===== src/rtl/adcfmt_pkg.sv =====
package adcfmt_pkg;
  // Lane-0 source selection; codes 00 and 11 both keep data bits.
  typedef enum logic [1:0] {
    LSB_KEEP_LO = 2'b00,
    LSB_FAST    = 2'b01,
    LSB_NORM    = 2'b10,
    LSB_KEEP_HI = 2'b11
  } lsb_sel_e;
endpackage


===== src/rtl/adcfmt_delay.sv =====
// Plain shift-register delay line of DEPTH flops (DEPTH = 0 is a wire).
module adcfmt_delay #(
  parameter int W     = 1,
  parameter int DEPTH = 1
) (
  input  logic         clk,
  input  logic         rst_n,
  input  logic [W-1:0] d,
  output logic [W-1:0] q
);
  generate
    if (DEPTH == 0) begin : g_wire
      assign q = d;
    end else begin : g_pipe
      logic [W-1:0] pipe_d [DEPTH];
      logic [W-1:0] pipe_q [DEPTH];

      always_comb begin
        pipe_d[0] = d;
        for (int i = 1; i < DEPTH; i++) pipe_d[i] = pipe_q[i-1];
      end

      always_ff @(posedge clk or negedge rst_n) begin
        if (!rst_n) begin
          for (int i = 0; i < DEPTH; i++) pipe_q[i] <= '0;
        end else begin
          for (int i = 0; i < DEPTH; i++) pipe_q[i] <= pipe_d[i];
        end
      end

      assign q = pipe_q[DEPTH-1];
    end
  endgenerate
endmodule


===== src/rtl/adcfmt_shaper.sv =====
// One register stage: number format first, then optional bit reversal.
module adcfmt_shaper #(
  parameter int W = 16
) (
  input  logic         clk,
  input  logic         rst_n,
  input  logic [W-1:0] raw,
  input  logic         fmt_offset,
  input  logic         bit_flip,
  output logic [W-1:0] word_q
);
  logic [W-1:0] conv;
  logic [W-1:0] rev;
  logic [W-1:0] word_d;

  always_comb begin
    conv = raw;
    if (!fmt_offset) conv[W-1] = ~raw[W-1];
  end

  generate
    for (genvar i = 0; i < W; i++) begin : g_rev
      assign rev[i] = conv[W-1-i];
    end
  endgenerate

  always_comb word_d = bit_flip ? rev : conv;

  always_ff @(posedge clk or negedge rst_n) begin
    if (!rst_n) word_q <= '0;
    else        word_q <= word_d;
  end
endmodule


===== src/rtl/adcfmt_lane_pack.sv =====
// Final register stage: even/odd split per lane, lane-0 flag insertion,
// flag pins and pad enable.
module adcfmt_lane_pack
  import adcfmt_pkg::*;
#(
  parameter int W = 16,
  localparam int L = W / 2
) (
  input  logic         clk,
  input  logic         rst_n,
  input  logic [W-1:0] word,
  input  logic         norm_flag,
  input  logic         fast_flag,
  input  logic [1:0]   lsb_mode,
  input  logic         ch_disable,
  output logic [L-1:0] rise_q,
  output logic [L-1:0] fall_q,
  output logic         norm_pin_q,
  output logic         fast_pin_q,
  output logic         oe_q
);
  logic [L-1:0] rise_d;
  logic [L-1:0] fall_d;

  always_comb begin
    for (int k = 0; k < L; k++) begin
      rise_d[k] = word[2*k];
      fall_d[k] = word[2*k+1];
    end
    case (lsb_sel_e'(lsb_mode))
      LSB_FAST: begin
        rise_d[0] = fast_flag;
        fall_d[0] = fast_flag;
      end
      LSB_NORM: begin
        rise_d[0] = norm_flag;
        fall_d[0] = norm_flag;
      end
      default: ;
    endcase
  end

  always_ff @(posedge clk or negedge rst_n) begin
    if (!rst_n) begin
      rise_q     <= '0;
      fall_q     <= '0;
      norm_pin_q <= 1'b0;
      fast_pin_q <= 1'b0;
      oe_q       <= 1'b0;
    end else begin
      rise_q     <= rise_d;
      fall_q     <= fall_d;
      norm_pin_q <= norm_flag;
      fast_pin_q <= fast_flag;
      oe_q       <= ~ch_disable;
    end
  end
endmodule


===== src/rtl/adc_ddr_formatter.sv =====
module adc_ddr_formatter #(
  parameter int WORD_W   = 16,
  parameter int DATA_LAT = 14,
  parameter int FAST_LAT = 9,
  localparam int LANES   = WORD_W / 2
) (
  input  logic              clk,
  input  logic              rst_n,
  input  logic [WORD_W-1:0] smp_code,
  input  logic              ovr_norm_in,
  input  logic              ovr_fast_in,
  input  logic              fmt_offset,
  input  logic              bit_flip,
  input  logic [1:0]        lsb_mode,
  input  logic              ch_disable,
  output logic [LANES-1:0]  lane_rise,
  output logic [LANES-1:0]  lane_fall,
  output logic              ovr_norm_pin,
  output logic              ovr_fast_pin,
  output logic              lane_oe
);
  // Data: padding + shaper + pack = DATA_LAT registers.
  localparam int DATA_PAD = DATA_LAT - 2;
  // Normal flag: padding + pack = DATA_LAT registers.
  localparam int NORM_PAD = DATA_LAT - 1;
  // Fast flag: padding + pack = FAST_LAT registers.
  localparam int FAST_PAD = FAST_LAT - 1;

  logic [WORD_W-1:0] raw_dly;
  logic [WORD_W-1:0] shaped;
  logic              norm_dly;
  logic              fast_dly;

  adcfmt_delay #(.W(WORD_W), .DEPTH(DATA_PAD)) u_data_dly (
    .clk(clk), .rst_n(rst_n), .d(smp_code), .q(raw_dly)
  );

  adcfmt_delay #(.W(1), .DEPTH(NORM_PAD)) u_norm_dly (
    .clk(clk), .rst_n(rst_n), .d(ovr_norm_in), .q(norm_dly)
  );

  adcfmt_delay #(.W(1), .DEPTH(FAST_PAD)) u_fast_dly (
    .clk(clk), .rst_n(rst_n), .d(ovr_fast_in), .q(fast_dly)
  );

  adcfmt_shaper #(.W(WORD_W)) u_shaper (
    .clk(clk), .rst_n(rst_n), .raw(raw_dly),
    .fmt_offset(fmt_offset), .bit_flip(bit_flip), .word_q(shaped)
  );

  adcfmt_lane_pack #(.W(WORD_W)) u_pack (
    .clk(clk), .rst_n(rst_n), .word(shaped),
    .norm_flag(norm_dly), .fast_flag(fast_dly),
    .lsb_mode(lsb_mode), .ch_disable(ch_disable),
    .rise_q(lane_rise), .fall_q(lane_fall),
    .norm_pin_q(ovr_norm_pin), .fast_pin_q(ovr_fast_pin), .oe_q(lane_oe)
  );
endmodule


===== config.mk =====
export PLATFORM = sky130hd
export DESIGN_NAME = adc_ddr_formatter
export DESIGN_NICKNAME = d
export VERILOG_FILES = /design/src/rtl/adcfmt_pkg.sv /design/src/rtl/adcfmt_delay.sv /design/src/rtl/adcfmt_shaper.sv /design/src/rtl/adcfmt_lane_pack.sv /design/src/rtl/adc_ddr_formatter.sv
export SDC_FILE = /design/constraint.sdc
export NUM_CORES = 1
export LEC_CHECK = 0
export ABC_AREA = 1
export BUFFER_PORTS_ARGS = -buffer_cell sky130_fd_sc_hd__buf_2
export CAP_MARGIN = 5
export CORE_MARGIN = 5
export CORE_UTILIZATION = 40
export DETAILED_ROUTE_END_ITERATION = 8
export PLACE_DENSITY_LB_ADDON = 0.25
export SLEW_MARGIN = 20
export SYNTH_ARGS = -nofsm -noshare
export SYNTH_HDL_FRONTEND = slang
export SYNTH_SLANG_ARGS = --single-unit

===== constraint.sdc =====
create_clock -name clk -period 0.8 [get_ports clk]
set_input_delay 0.12 -clock clk [delete_from_list [all_inputs] [get_ports clk]]
set_output_delay 0.12 -clock clk [all_outputs]
set_load 0.02 [all_outputs]

; Word level (Yosys, flattened, before mapping)
; Cells that the tools add are included.
[op_classes]
n_bitwise = 2
eq_ne = 2
n_mux = 4
[ops]
columns = op, n
row1 = 16-bit 2-to-1 mux, 1
row2 = 1-bit case mux with 2 select lines, 2
row3 = "2-bit by 1-bit equality test with 1-bit output, second input constant", 1
row4 = "2-bit equality test, second input constant", 1
row5 = 1-bit inverter, 2
row6 = 1-bit 2-to-1 mux, 1
[word_totals]
inputBits = 25
wordCells = 47
reg_bits = 248
output_inout_bits = 19

; Longest topological paths before layout
; Gate-level depths: netlist (run 1).
[logic_depth]
ltp_word = 3
ltp_mapped = 6

; Cells and area by module
; From an unflattened synthesis (run 1), not the netlist that was laid out.
[hier_totals]
cells_unflattened = 310
hier_area_um2 = 6496.2
[modules_own_cells]
columns = module, cells_per_inst, area_per_inst_um2, instances
row1 = adcfmt_delay at u_data_dly, 192, 4804.6, 1
row2 = adcfmt_shaper, 64, 620.6, 1
row3 = adcfmt_lane_pack, 33, 545.5, 1
row4 = adcfmt_delay at u_norm_dly, 13, 325.3, 1
row5 = adcfmt_delay at u_fast_dly, 8, 200.2, 1

; Worst setup path before layout (run 1)
; No wires, ideal clock.
[synth_path]
path_kind = in2reg
startpoint = input port lsb_mode[0]
endpoint = register u_pack.fall_q[0]
setup_slack_ns = 0.107
arrival_ns = 0.575
setup_time_ns = 0.118
stages = 5
required_ns = 0.682
cell_sequence = inv_1 ha_1 inv_1 nand2_1 nand2_1
[synth_between]
elab_chain_cells = 2
word_cells_on_any_way = 3
cone_classes = 2 x eq/ne / 1 x mux
[synth_rtl]
columns = element, line_no
row1 = from (decl), adc_ddr_formatter.sv:14  ; input logic [1:0] lsb_mode,
row2 = 2-bit equality test or 2-bit by 1-bit equality test with 1-bit output (tied branches), adcfmt_lane_pack.sv:30  ; case (lsb_sel_e'(lsb_mode))
row3 = 1-bit case mux with 2 select lines (*), adcfmt_lane_pack.sv:30
row4 = net u_pack.fall_d[0], adcfmt_lane_pack.sv:23  ; logic [L-1:0] fall_d;
row5 = to (signal assigned), adcfmt_lane_pack.sv:52  ; fall_q <= fall_d;
row6 = to (decl), adcfmt_lane_pack.sv:17  ; output logic [L-1:0] fall_q,
; The timed path passes the listed nets; every way through them passes the cells marked *.

; Worst setup path after layout (run 1)
[layout_path]
startpoint = register u_pack.fall_q[6]
endpoint = output port lane_fall[6]
[layout_rtl]
columns = element, line_no
row1 = to (decl), adc_ddr_formatter.sv:17  ; output logic [LANES-1:0] lane_fall,
; No word-level cell between the ends.

==> key figures, run 1 <==
Worst hold path
  • Hold-critical path depth: 4
  • Hold Path Sink: u_pack.fall_q[0]$_DFF_PN0_
  • Beginning of the worst hold path: lsb_mode[1]
  • Hold Path Class: input pin to flip-flop

Clock network
  • Clock latency at the later pin of the worst-skew pair: 490 ps
  • CTS Buffer Depth: 3
  • Clock transition at path regs: 60 ps
  • CTS tree: yes
  • Total CTS buffers: 23
  • Clock Sinks: 248
  • H-tree depth: 1
  • CTS Root Cell: clkbuf_16
  • Postcts setup bufs: 0

Cells and area
  • Fin area: 8280 µm²
  • Area grow syn2layout: 27.4%
  • Ant. Diodes: 0
  • Fin nets: 445
  • Layout Cells excl Fill: 644
  • Proportion of layout cells with a drive suffix above 1: 22.4%
  • Final core occ: 52.1%

Timing
  • Min cycle time layout: 1120 ps
  • Fmax: 0.891 GHz
  • Pins Over Slew Limit: 0
  • Relative slew slack: 85.6%
  • Slew @ Worst Pin: 217 ps
  • Hold Worst Slack: 6.32 ps
  • RSZ-0062 raised after global routing: yes
  • Final Hold Fails: 0
  • Setup TNS: -5870 ps
  • Setup WS post-layout: -323 ps
  • Tcrit/Tclk final: 140%
  • Clk_skew: 11.6 ps
  • Final setup fails: 19

Outcome
  • Failing checks: negative setup slack
  • Outcome: finished, violations left

Critical path
  • Crit path max-delay family: flip-flops
  • Critical-path top delay cell: dfrtp_1
  • CP Max Fanout: 1
  • Worst Reg2Reg Path Length in Cells: 4
  • R2R setup slack: 60 ps
  • Arrival @ worst endpoint: 1000 ps
  • Crit path buffers/inverters: 1
  • WP data required: 680 ps
  • FF-to-FF End: u_shaper.word_q[0]$_DFF_PN0_
  • Critical path class: flip-flop to output port
  • Worst Setup SP: u_pack.fall_q[6]$_DFF_PN0_
  • RR Startpoint: u_data_dly.q[15]$_DFF_PN0_
  • Crit path cell chain: buf_6
  • Crit start category: flip-flop
  • CP max stage delay: 380 ps
  • Critical path capture point type: output port

Floorplanning
  • Row count: 46
  • Die footprint: 18900 µm²
  • Die W: 137 µm
  • Ports: 44
  • Die Height: 137 µm
  • Initial Util: 40.9%
  • Placeable core region: 15900 µm²

Global routing
  • GRT Resource Usage Total: 8.31%
  • Grt peak-use layer: met2
  • GR Util met1: 9.72%
  • Met3 GRT Util: 2.63%
  • Largest net degree at the start of global routing: 43
  • Initial antenna violation count: 0
  • Number of global-route vias before repair: 2807
  • First-pass GRT wire length: 12600 µm
  • Global route overflow: 0
  • Met2 Use GR: 13.9%

Placement
  • Placed cells: 587
  • Post-Place Setup Slack: -54.8 ps
  • Port bufs: 43
  • DP Area: 7240 µm²
  • GPL Wtd Cong: 0.635
  • Detail Placement HPWL: 3930 µm

Yosys
  • Synth Instances: 310
  • Syn Nets: 337
  • Netlist cell types: 12
  • Post-Syn Area: 6500 µm²
  • Mean Syn Cell Area: 21.0 µm²
  • Register area share after synthesis: 95.5%
  • FF+latch count, synth: 248
  • Warnings, synthesis: 0

Route
  • DRC violations left: 0
  • Post-route antenna net violation count: 0
  • Routed via count: 2565
  • DR pass1 iterations: 4
  • Routed WL: 6900 µm
  • Vias per cell: 3.98
  • Drt first-iter violations: 115
  • Drt wl/cell: 10.7 µm

Pwr
  • Peak supply drop: 0.00183 V
  • Pwr Total: 24.3 mW
  • Leakage power: 3.88 nW
  • Power per cell area: 2930 nW/µm²

Run
  • Max_cap viols: 0
[synth_stat cells (all sizes together)]
master	n	share of area (%)
buf	2	0.29
dfrtp	248	96
ha	2	0.39
inv	14	0.81
nand2	28	1.6
nand3	2	0.23
o21ai	14	1.1
[cell type report]
cell class,instances,area [µm²]
Fill cell,1271,7610
Sequential cell,248,6210
Timing Repair Buffer,85,827
Clock buffer,33,663
Tap cell,216,270
Multi-Input combinational cell,46,219
Inverter,14,55.1
Clock inverter,2,35.0
[report_power, final]
part,switching [mW],internal [mW],total (mW)
clock,3.98,5.99,9.97
combinational,0.478,0.421,0.899
sequential,0.181,13.2,13.4
[metal layers]
metal	share of wire, %	vias to the layer above
li1	-	1166
met1	38	1303
met2	50	67
met3	7.7	29
met4	4.6	0
met5	0	-
[worst max path at each step]
| stage | endpoint | slack, ps | cells past startpoint |
|---|---|---|---|
| 3_3_place_gp | u_pack.fall_q[0]$_DFF_PN0_ | -6 | 6 |
| 6_report | lane_fall[6] | -320 | 1 |
| 4_1_cts | lane_rise[0] | -350 | 1 |
| 2_1_floorplan | u_pack.fall_q[0]$_DFF_PN0_ | 110 | 5 |
| 5_1_grt | lane_rise[6] | -360 | 1 |
| 3_5_place_dp | u_pack.rise_q[0]$_DFF_PN0_ | -50 | 6 |
[layout by cell type (no fill, tap or decap), types with 7 or more instances in the layout]
master           n
inv_1           13
clkbuf_16       23
buf_6           19
nand2_1         28
o21ai_0          7
buf_4           11
buf_12           9
dfrtp_1        248
buf_2           23
dlygate4sd3_1   22
[registers in the layout, summed over array words and instances (netlist names), 7 cells and up]
name / cells
u_pack.rise_q: 8
u_pack.fall_q: 8
u_fast_dly.g_pipe.pipe_d: 7
u_norm_dly.g_pipe.pipe_d: 12
u_data_dly.q: 16
u_data_dly.g_pipe.pipe_d: 176
u_shaper.word_q: 16
[what timing repair did]
action / in CTS / in global routing
setup endpoints to repair: 19 / 27
hold endpoints to repair: 272 / 0
resized for setup: 38 / 2
hold buffers: 22 / 0
[kinds of logic (layout without fill, tap and decap cells)]
group | Yosys count | after routing | share of synthesized area, %
flip-flops | 248 | 248 | 95.5
AND/OR/NAND/NOR | 30 | 30 | 1.85
buffers and inverters | 16 | 134 | 1.10
AO/OA/AOI/OAI | 14 | 14 | 1.14
adder cells (fa/ha/maj) | 2 | 2 | 0.385
Note: power is estimated with default switching activity, not from simulation.
==> run 2, diff against run 1 <==
- RECOVER_POWER: not set -> 100
- SYNTH_HIERARCHICAL: not set -> 1
==> key figures, run 2 <==
Route
  • Routed WL: 7070 µm (was 6900 µm)
  • Routed via count: 2548 (was 2565)
  • Drt first-iter violations: 71 (was 115)
  • Post-route antenna net violation count: 0 (unchanged)
  • DRC violations left: 0 (unchanged)
  • DR pass1 iterations: 2 (was 4)
  • Vias per cell: 3.97 (was 3.98)
  • Drt wl/cell: 11.0 µm (was 10.7 µm)

Critical path
  • Crit path max-delay family: flip-flops (unchanged)
  • Crit start category: flip-flop (unchanged)
  • FF-to-FF End: u_shaper/word_q[0]$_DFF_PN0_ (was u_shaper.word_q[0]$_DFF_PN0_)
  • RR Startpoint: u_data_dly/q[15]$_DFF_PN0_ (was u_data_dly.q[15]$_DFF_PN0_)
  • R2R setup slack: 50 ps (was 60 ps)
  • Arrival @ worst endpoint: 1010 ps (was 1000 ps)
  • Crit. path cell count: 1 (unchanged)
  • Worst Setup SP: u_pack/rise_q[6]$_DFF_PN0_ (was u_pack.fall_q[6]$_DFF_PN0_)
  • Critical-path top delay cell: dfrtp_1 (unchanged)
  • CP max stage delay: 380 ps (about the same)
  • CP Max Fanout: 1 (unchanged)
  • Crit path cell chain: buf_6 (unchanged)
  • Critical path class: flip-flop to output port (unchanged)
  • Critical path capture point type: output port (unchanged)
  • Crit path buffers/inverters: 1 (unchanged)
  • Worst Reg2Reg Path Length in Cells: 4 (unchanged)
  • WP data required: 680 ps (about the same)

Yosys
  • Commonest cells in the netlist: dfrtp_1, nand2_1, inv_1 (unchanged)
  • Syn Nets: 337 (unchanged)
  • Ys flop type: dfrtp_1 (unchanged)
  • Simple-gate share of the synthesized area: 1.85% (unchanged)
  • FF+latch count, synth: 248 (unchanged)
  • Adder-cell share of the synthesized area: 0.385% (unchanged)
  • EDFF count, synth: 0 (unchanged)
  • Synth top area share: 95.5% (unchanged)
  • Post-synth ARST share: 100% (unchanged)
  • Multiplexer area fraction after synthesis: 0% (unchanged)
  • Warnings, synthesis: 6 (was 0)
  • Register area share after synthesis: 95.5% (unchanged)
  • XOR/XNOR share of the synthesized area: 0% (unchanged)
  • Synth area leader: dfrtp_1 (unchanged)
  • Area contributors post-synth: dfrtp_1, nand2_1, inv_1 (unchanged)
  • Largest family of logic cells by synthesized area: simple AND/OR/NAND/NOR gates (unchanged)
  • Netlist cell types: 12 (unchanged)
  • Synth Area in Compound Gates: 1.14% (unchanged)
  • Post-Syn Area: 6500 µm² (unchanged)
  • Synth Instances: 310 (unchanged)
  • Most numerous cell in the Yosys netlist: dfrtp_1 (unchanged)
  • Mean Syn Cell Area: 21.0 µm² (unchanged)

Timing
  • Min cycle time layout: 1130 ps (was 1120 ps)
  • Final setup fails: 211 (was 19)
  • Setup TNS: -14660 ps (was -5870 ps)
  • Relative slew slack: 55.4% (was 85.6%)
  • Final Hold Fails: 0 (unchanged)
  • Slew @ Worst Pin: 669 ps (was 217 ps)
  • RSZ-0062 raised after global routing: yes (unchanged)
  • Tcrit/Tclk final: 141% (was 140%)
  • Fmax: 0.886 GHz (was 0.891 GHz)
  • Hold Worst Slack: 14.2 ps (was 6.32 ps)
  • Setup WS post-layout: -329 ps (was -323 ps)
  • Pins Over Slew Limit: 0 (unchanged)
  • Clk_skew: 8.74 ps (was 11.6 ps)

Placement
  • GPL Wtd Cong: 0.638 (was 0.635)
  • Detail Placement HPWL: 3840 µm (was 3930 µm)
  • Port bufs: 43 (unchanged)
  • Placed cells: 578 (was 587)

Clock network
  • CTS Buffer Depth: 3 (unchanged)
  • Total CTS buffers: 24 (was 23)
  • Clock Sinks: 248 (unchanged)
  • CTS tree: yes (unchanged)
  • H-tree depth: 1 (unchanged)
  • Clock transition at path regs: 60 ps (about the same)
  • CTS Root Cell: clkbuf_16 (unchanged)
  • Clock latency at the later pin of the worst-skew pair: 490 ps (about the same)

Worst hold path
  • Hold Path Class: input pin to flip-flop (unchanged)
  • Beginning of the worst hold path: lsb_mode[1] (unchanged)
  • Hold Path Sink: u_pack/rise_q[0]$_DFF_PN0_ (was u_pack.fall_q[0]$_DFF_PN0_)
  • Hold-critical path depth: 4 (unchanged)

Cells and area
  • Most frequent cells in the layout: dfrtp_1, nand2_1, clkbuf_16 (was dfrtp_1, nand2_1, clkbuf_16, buf_2, dlygate4sd3_1)
  • Proportion of layout cells with a drive suffix above 1: 21.6% (was 22.4%)
  • Area grow syn2layout: 25.9% (was 27.4%)
  • Most common cell after layout, fill and taps aside: dfrtp_1 (unchanged)
  • Fin nets: 437 (was 445)
  • Ant. Diodes: 0 (unchanged)
  • Layout Cells excl Fill: 642 (was 644)
  • Max reg flops: 176 (unchanged)

Global routing
  • Largest net degree at the start of global routing: 56 (was 43)
  • Global route overflow: 0 (unchanged)
  • Number of global-route vias before repair: 2796 (was 2807)
  • Initial antenna violation count: 0 (unchanged)
  • GRT Resource Usage Total: 8.50% (was 8.31%)
  • First-pass GRT wire length: 12900 µm (was 12600 µm)

Outcome
  • Outcome: finished, violations left (unchanged)
  • Failing checks: negative setup slack (unchanged)

Floorplanning
  • Die W: 137 µm (unchanged)
  • Initial Util: 40.9% (unchanged)
  • Placeable core region: 15900 µm² (unchanged)
  • Die Height: 137 µm (unchanged)
  • Row count: 46 (unchanged)
  • Die footprint: 18900 µm² (unchanged)
  • Ports: 44 (unchanged)

Pwr
  • Peak supply drop: 0.00182 V (was 0.00183 V)
  • Leakage power: 3.83 nW (was 3.88 nW)
  • Power per cell area: 2980 nW/µm² (was 2930 nW/µm²)

Run
  • Max_cap viols: 0 (unchanged)
[run 2: where the power goes]
group	switching, mW	leakage [nW]	total (mW)	internal (mW)
clock	4.11	0.371	10.2	6.06
sequential	0.182	2.90	13.4	13.2
combinational	0.467	0.562	0.826	0.358
[run 2: how the worst max path moves through the flow]
stage                                 end
3_5_place_dp   u_pack/fall_q[0]$_DFF_PN0_
5_1_grt                      lane_rise[6]
4_1_cts                      ovr_fast_pin
3_3_place_gp   u_pack/rise_q[0]$_DFF_PN0_
6_report                     lane_rise[6]
2_1_floorplan  u_pack/fall_q[0]$_DFF_PN0_
[run 2: cell type report]
class | instances | area [µm²]
clock buffer | 35 | 703
clock inverter | 7 | 35.0
fill | 1291 | 7700
inverter | 14 | 52.6
multi-input combinational | 46 | 219
sequential | 248 | 6210
tap | 216 | 270
timing repair buffer | 76 | 696
[run 2: metrics by stage]
| stage | power [mW] | cell area [µm²] | utilization [%] | setup slack (ps) |
|---|---|---|---|---|
| 2_1_floorplan | 13.8 | 6500 | - | 107 |
| 6_report | 24.4 | 8180 | 51.5 | -329 |
| 5_1_grt | 25.6 | 8180 | 51.5 | -370 |
| 3_5_place_dp | 14.3 | 7120 | 44.8 | -55.3 |
| 3_3_place_gp | 14.2 | 7120 | 44.8 | -5.53 |
| 4_1_cts | 24.9 | 8200 | 51.6 | -344 |
[run 2: what timing repair did]
item / CTS / global route
hold buffers: 22 / 0
endpoints found under the hold margin: 273 / 0
setup buffers: 0 / 0
resized for setup: 38 / 3
setup endpoints to repair: 19 / 24
[run 2: cell families (layout without fill, tap and decap cells)]
family,count (synthesis),in the layout
simple gates,30,30
compound gates,14,14
buf+inv,16,132
fa+ha+maj,2,2
flops,248,248
[run 2: routing by layer]
layer  part of all wire (%)  track usage, %  up-vias
met5                      0               0        -
met4                    3.2            3.27        0
met3                    7.5            3.10       22
met2                     51            14.2       67
met1                     39            10.1     1302
li1                       -               -     1157
==> run 3, diff against run 2 <==
- ABC_CLOCK_PERIOD_IN_PS: not set -> 800
- SKIP_CTS_REPAIR_TIMING: not set -> 1
==> key figures, run 3 (synthesis gave the netlist of run 2 again) <==
Critical path
  • Critical path capture point type: output port (unchanged)
  • Arrival @ worst endpoint: 1010 ps (about the same)
  • Critical path class: flip-flop to output port (unchanged)
  • Crit path buffers/inverters: 1 (unchanged)
  • Crit. path cell count: 1 (unchanged)
  • Crit path max-delay family: flip-flops (unchanged)
  • WP data required: 680 ps (about the same)
  • CP max stage delay: 380 ps (about the same)
  • Crit start category: flip-flop (unchanged)
  • Worst Reg2Reg Path Length in Cells: 4 (unchanged)
  • Critical-path top delay cell: dfrtp_1 (unchanged)
  • Crit path cell chain: buf_6 (unchanged)
  • CP Max Fanout: 1 (unchanged)

Timing
  • Fmax: 0.886 GHz (about the same)
  • Final setup fails: 211 (unchanged)
  • Setup WS post-layout: -328 ps (was -329 ps)
  • Pins Over Slew Limit: 0 (unchanged)
  • Slew @ Worst Pin: 671 ps (was 669 ps)
  • Relative slew slack: 55.3% (was 55.4%)
  • Clk_skew: 8.78 ps (was 8.74 ps)
  • Setup TNS: -14890 ps (was -14660 ps)
  • Hold Worst Slack: 14.4 ps (was 14.2 ps)
  • Final Hold Fails: 0 (unchanged)
  • Min cycle time layout: 1130 ps (about the same)
  • RSZ-0062 raised after global routing: yes (unchanged)
  • Tcrit/Tclk final: 141% (about the same)

Floorplanning
  • Ports: 44 (unchanged)
  • Die footprint: 18900 µm² (unchanged)
  • Die W: 137 µm (unchanged)
  • Row count: 46 (unchanged)
  • Placeable core region: 15900 µm² (unchanged)
  • Initial Util: 40.9% (unchanged)
  • Die Height: 137 µm (unchanged)

Worst hold path
  • Hold Path Class: input pin to flip-flop (unchanged)
  • Hold-critical path depth: 4 (unchanged)

Route
  • DRC violations left: 0 (unchanged)
  • DR pass1 iterations: 2 (unchanged)
  • Top layer in use: met4 (unchanged)
  • Routed WL: 7080 µm (was 7070 µm)
  • Metal2 WL: 3580 µm (was 3590 µm)
  • Post-route antenna net violation count: 0 (unchanged)
  • Routed via count: 2556 (was 2548)
  • Metal3 WL: 528 µm (was 529 µm)
  • Drt first-iter violations: 69 (was 71)
  • Drt wl/cell: 11.0 µm (about the same)
  • M1 WL: 2750 µm (was 2730 µm)
  • Vias per cell: 3.98 (was 3.97)

Pwr
  • Psw: 4.75 mW (about the same)
  • Net Sw Frac: 19.5% (about the same)
  • Power share of the combinational group: 3.4% (about the same)
  • Clock Power Share: 41.7% (about the same)
  • Peak supply drop: 0.00182 V (about the same)
  • P_int: 19.6 mW (about the same)
  • Leakage power: 3.83 nW (about the same)
  • Reg power frac: 55.0% (was 54.9%)
  • Power per cell area: 2980 nW/µm² (about the same)

Global routing
  • First-pass GRT wire length: 12300 µm (was 12900 µm)
  • GRT Resource Usage Total: 8.10% (was 8.50%)
  • Initial antenna violation count: 0 (unchanged)
  • Largest net degree at the start of global routing: 56 (unchanged)
  • Global route overflow: 0 (unchanged)
  • Number of global-route vias before repair: 2618 (was 2796)

Clock network
  • Total CTS buffers: 24 (unchanged)
  • H-tree depth: 1 (unchanged)
  • Clock latency at the later pin of the worst-skew pair: 490 ps (about the same)
  • CTS Buffer Depth: 3 (unchanged)
  • CTS tree: yes (unchanged)
  • Clock transition at path regs: 60 ps (about the same)
  • CTS Root Cell: clkbuf_16 (unchanged)
  • Clock Sinks: 248 (unchanged)

Outcome
  • Outcome: finished, violations left (unchanged)
  • Failing checks: negative setup slack (unchanged)

Run
  • Max_cap viols: 0 (unchanged)

Cells and area
  • Ant. Diodes: 0 (unchanged)
  • Layout Cells excl Fill: 642 (unchanged)
  • Area grow syn2layout: 25.9% (about the same)
  • Max reg flops: 176 (unchanged)
  • Most frequent cells in the layout: dfrtp_1, nand2_1, clkbuf_16 (unchanged)
  • Final core occ: 51.5% (about the same)
  • Proportion of layout cells with a drive suffix above 1: 21.1% (was 21.6%)
  • Fill count: 1292 (was 1291)
  • Most common cell after layout, fill and taps aside: dfrtp_1 (unchanged)
  • Fin nets: 437 (unchanged)

Placement
  • Placed cells: 578 (unchanged)
  • Post-Place Setup Slack: -55.3 ps (unchanged)
  • Port bufs: 43 (unchanged)
  • GPL Wtd Cong: 0.638 (unchanged)
  • Detail Placement HPWL: 3840 µm (unchanged)
==> run 3: metrics by stage <==
stage / instance area [µm²] / power, mW
6_report: 8180 / 24.4
5_1_grt: 8180 / 25.6
4_1_cts: 7860 / 24.7
3_5_place_dp: 7120 / 14.3
3_3_place_gp: 7120 / 14.2
2_1_floorplan: 6500 / 13.8
==> run 3: final cells by class <==
| cell class | count | area, µm² | area share [%] |
|---|---|---|---|
| inverters | 14 | 52.6 | 0.643 |
| clock buffers | 35 | 703 | 8.60 |
| multi-input cells | 46 | 215 | 2.63 |
| clock inverters | 7 | 35.0 | 0.428 |
| repair buffers | 76 | 694 | 8.49 |
| flip-flops and latches | 248 | 6210 | 75.9 |
| well taps | 216 | 270 | 3.31 |
==> run 3: final timing paths <==
kind                                                        from                                      end  slack (ps)
max                                   u_pack/rise_q[6]$_DFF_PN0_                             lane_rise[6]        -330
min                                                  lsb_mode[1]               u_pack/rise_q[0]$_DFF_PN0_          10
max reg2reg                           u_data_dly/q[15]$_DFF_PN0_             u_shaper/word_q[0]$_DFF_PN0_          50
min reg2reg                u_norm_dly/g_pipe.pipe_d[6]$_DFF_PN0_    u_norm_dly/g_pipe.pipe_d[5]$_DFF_PN0_         340
max in group asynchronous                                  rst_n  u_data_dly/g_pipe.pipe_d[138]$_DFF_PN0_        -120
min in group asynchronous                                  rst_n               u_pack/rise_q[6]$_DFF_PN0_         200
==> run 3: metal layers <==
metal	vias to the layer above	track usage (%)
li1	1157	-
met1	1310	9.83
met2	67	13.0
met3	22	3.18
met4	0	3.27
met5	-	0
==> run 3: power groups by stage <==
stage	clock, mW	sequential [mW]	combinational (mW)
6_report	10.2	13.4	0.818
5_1_grt	11.2	13.5	0.936
4_1_cts	10.6	13.4	0.692
3_5_place_dp	0	13.6	0.692
3_3_place_gp	0	13.6	0.663
2_1_floorplan	0	13.7	0.107
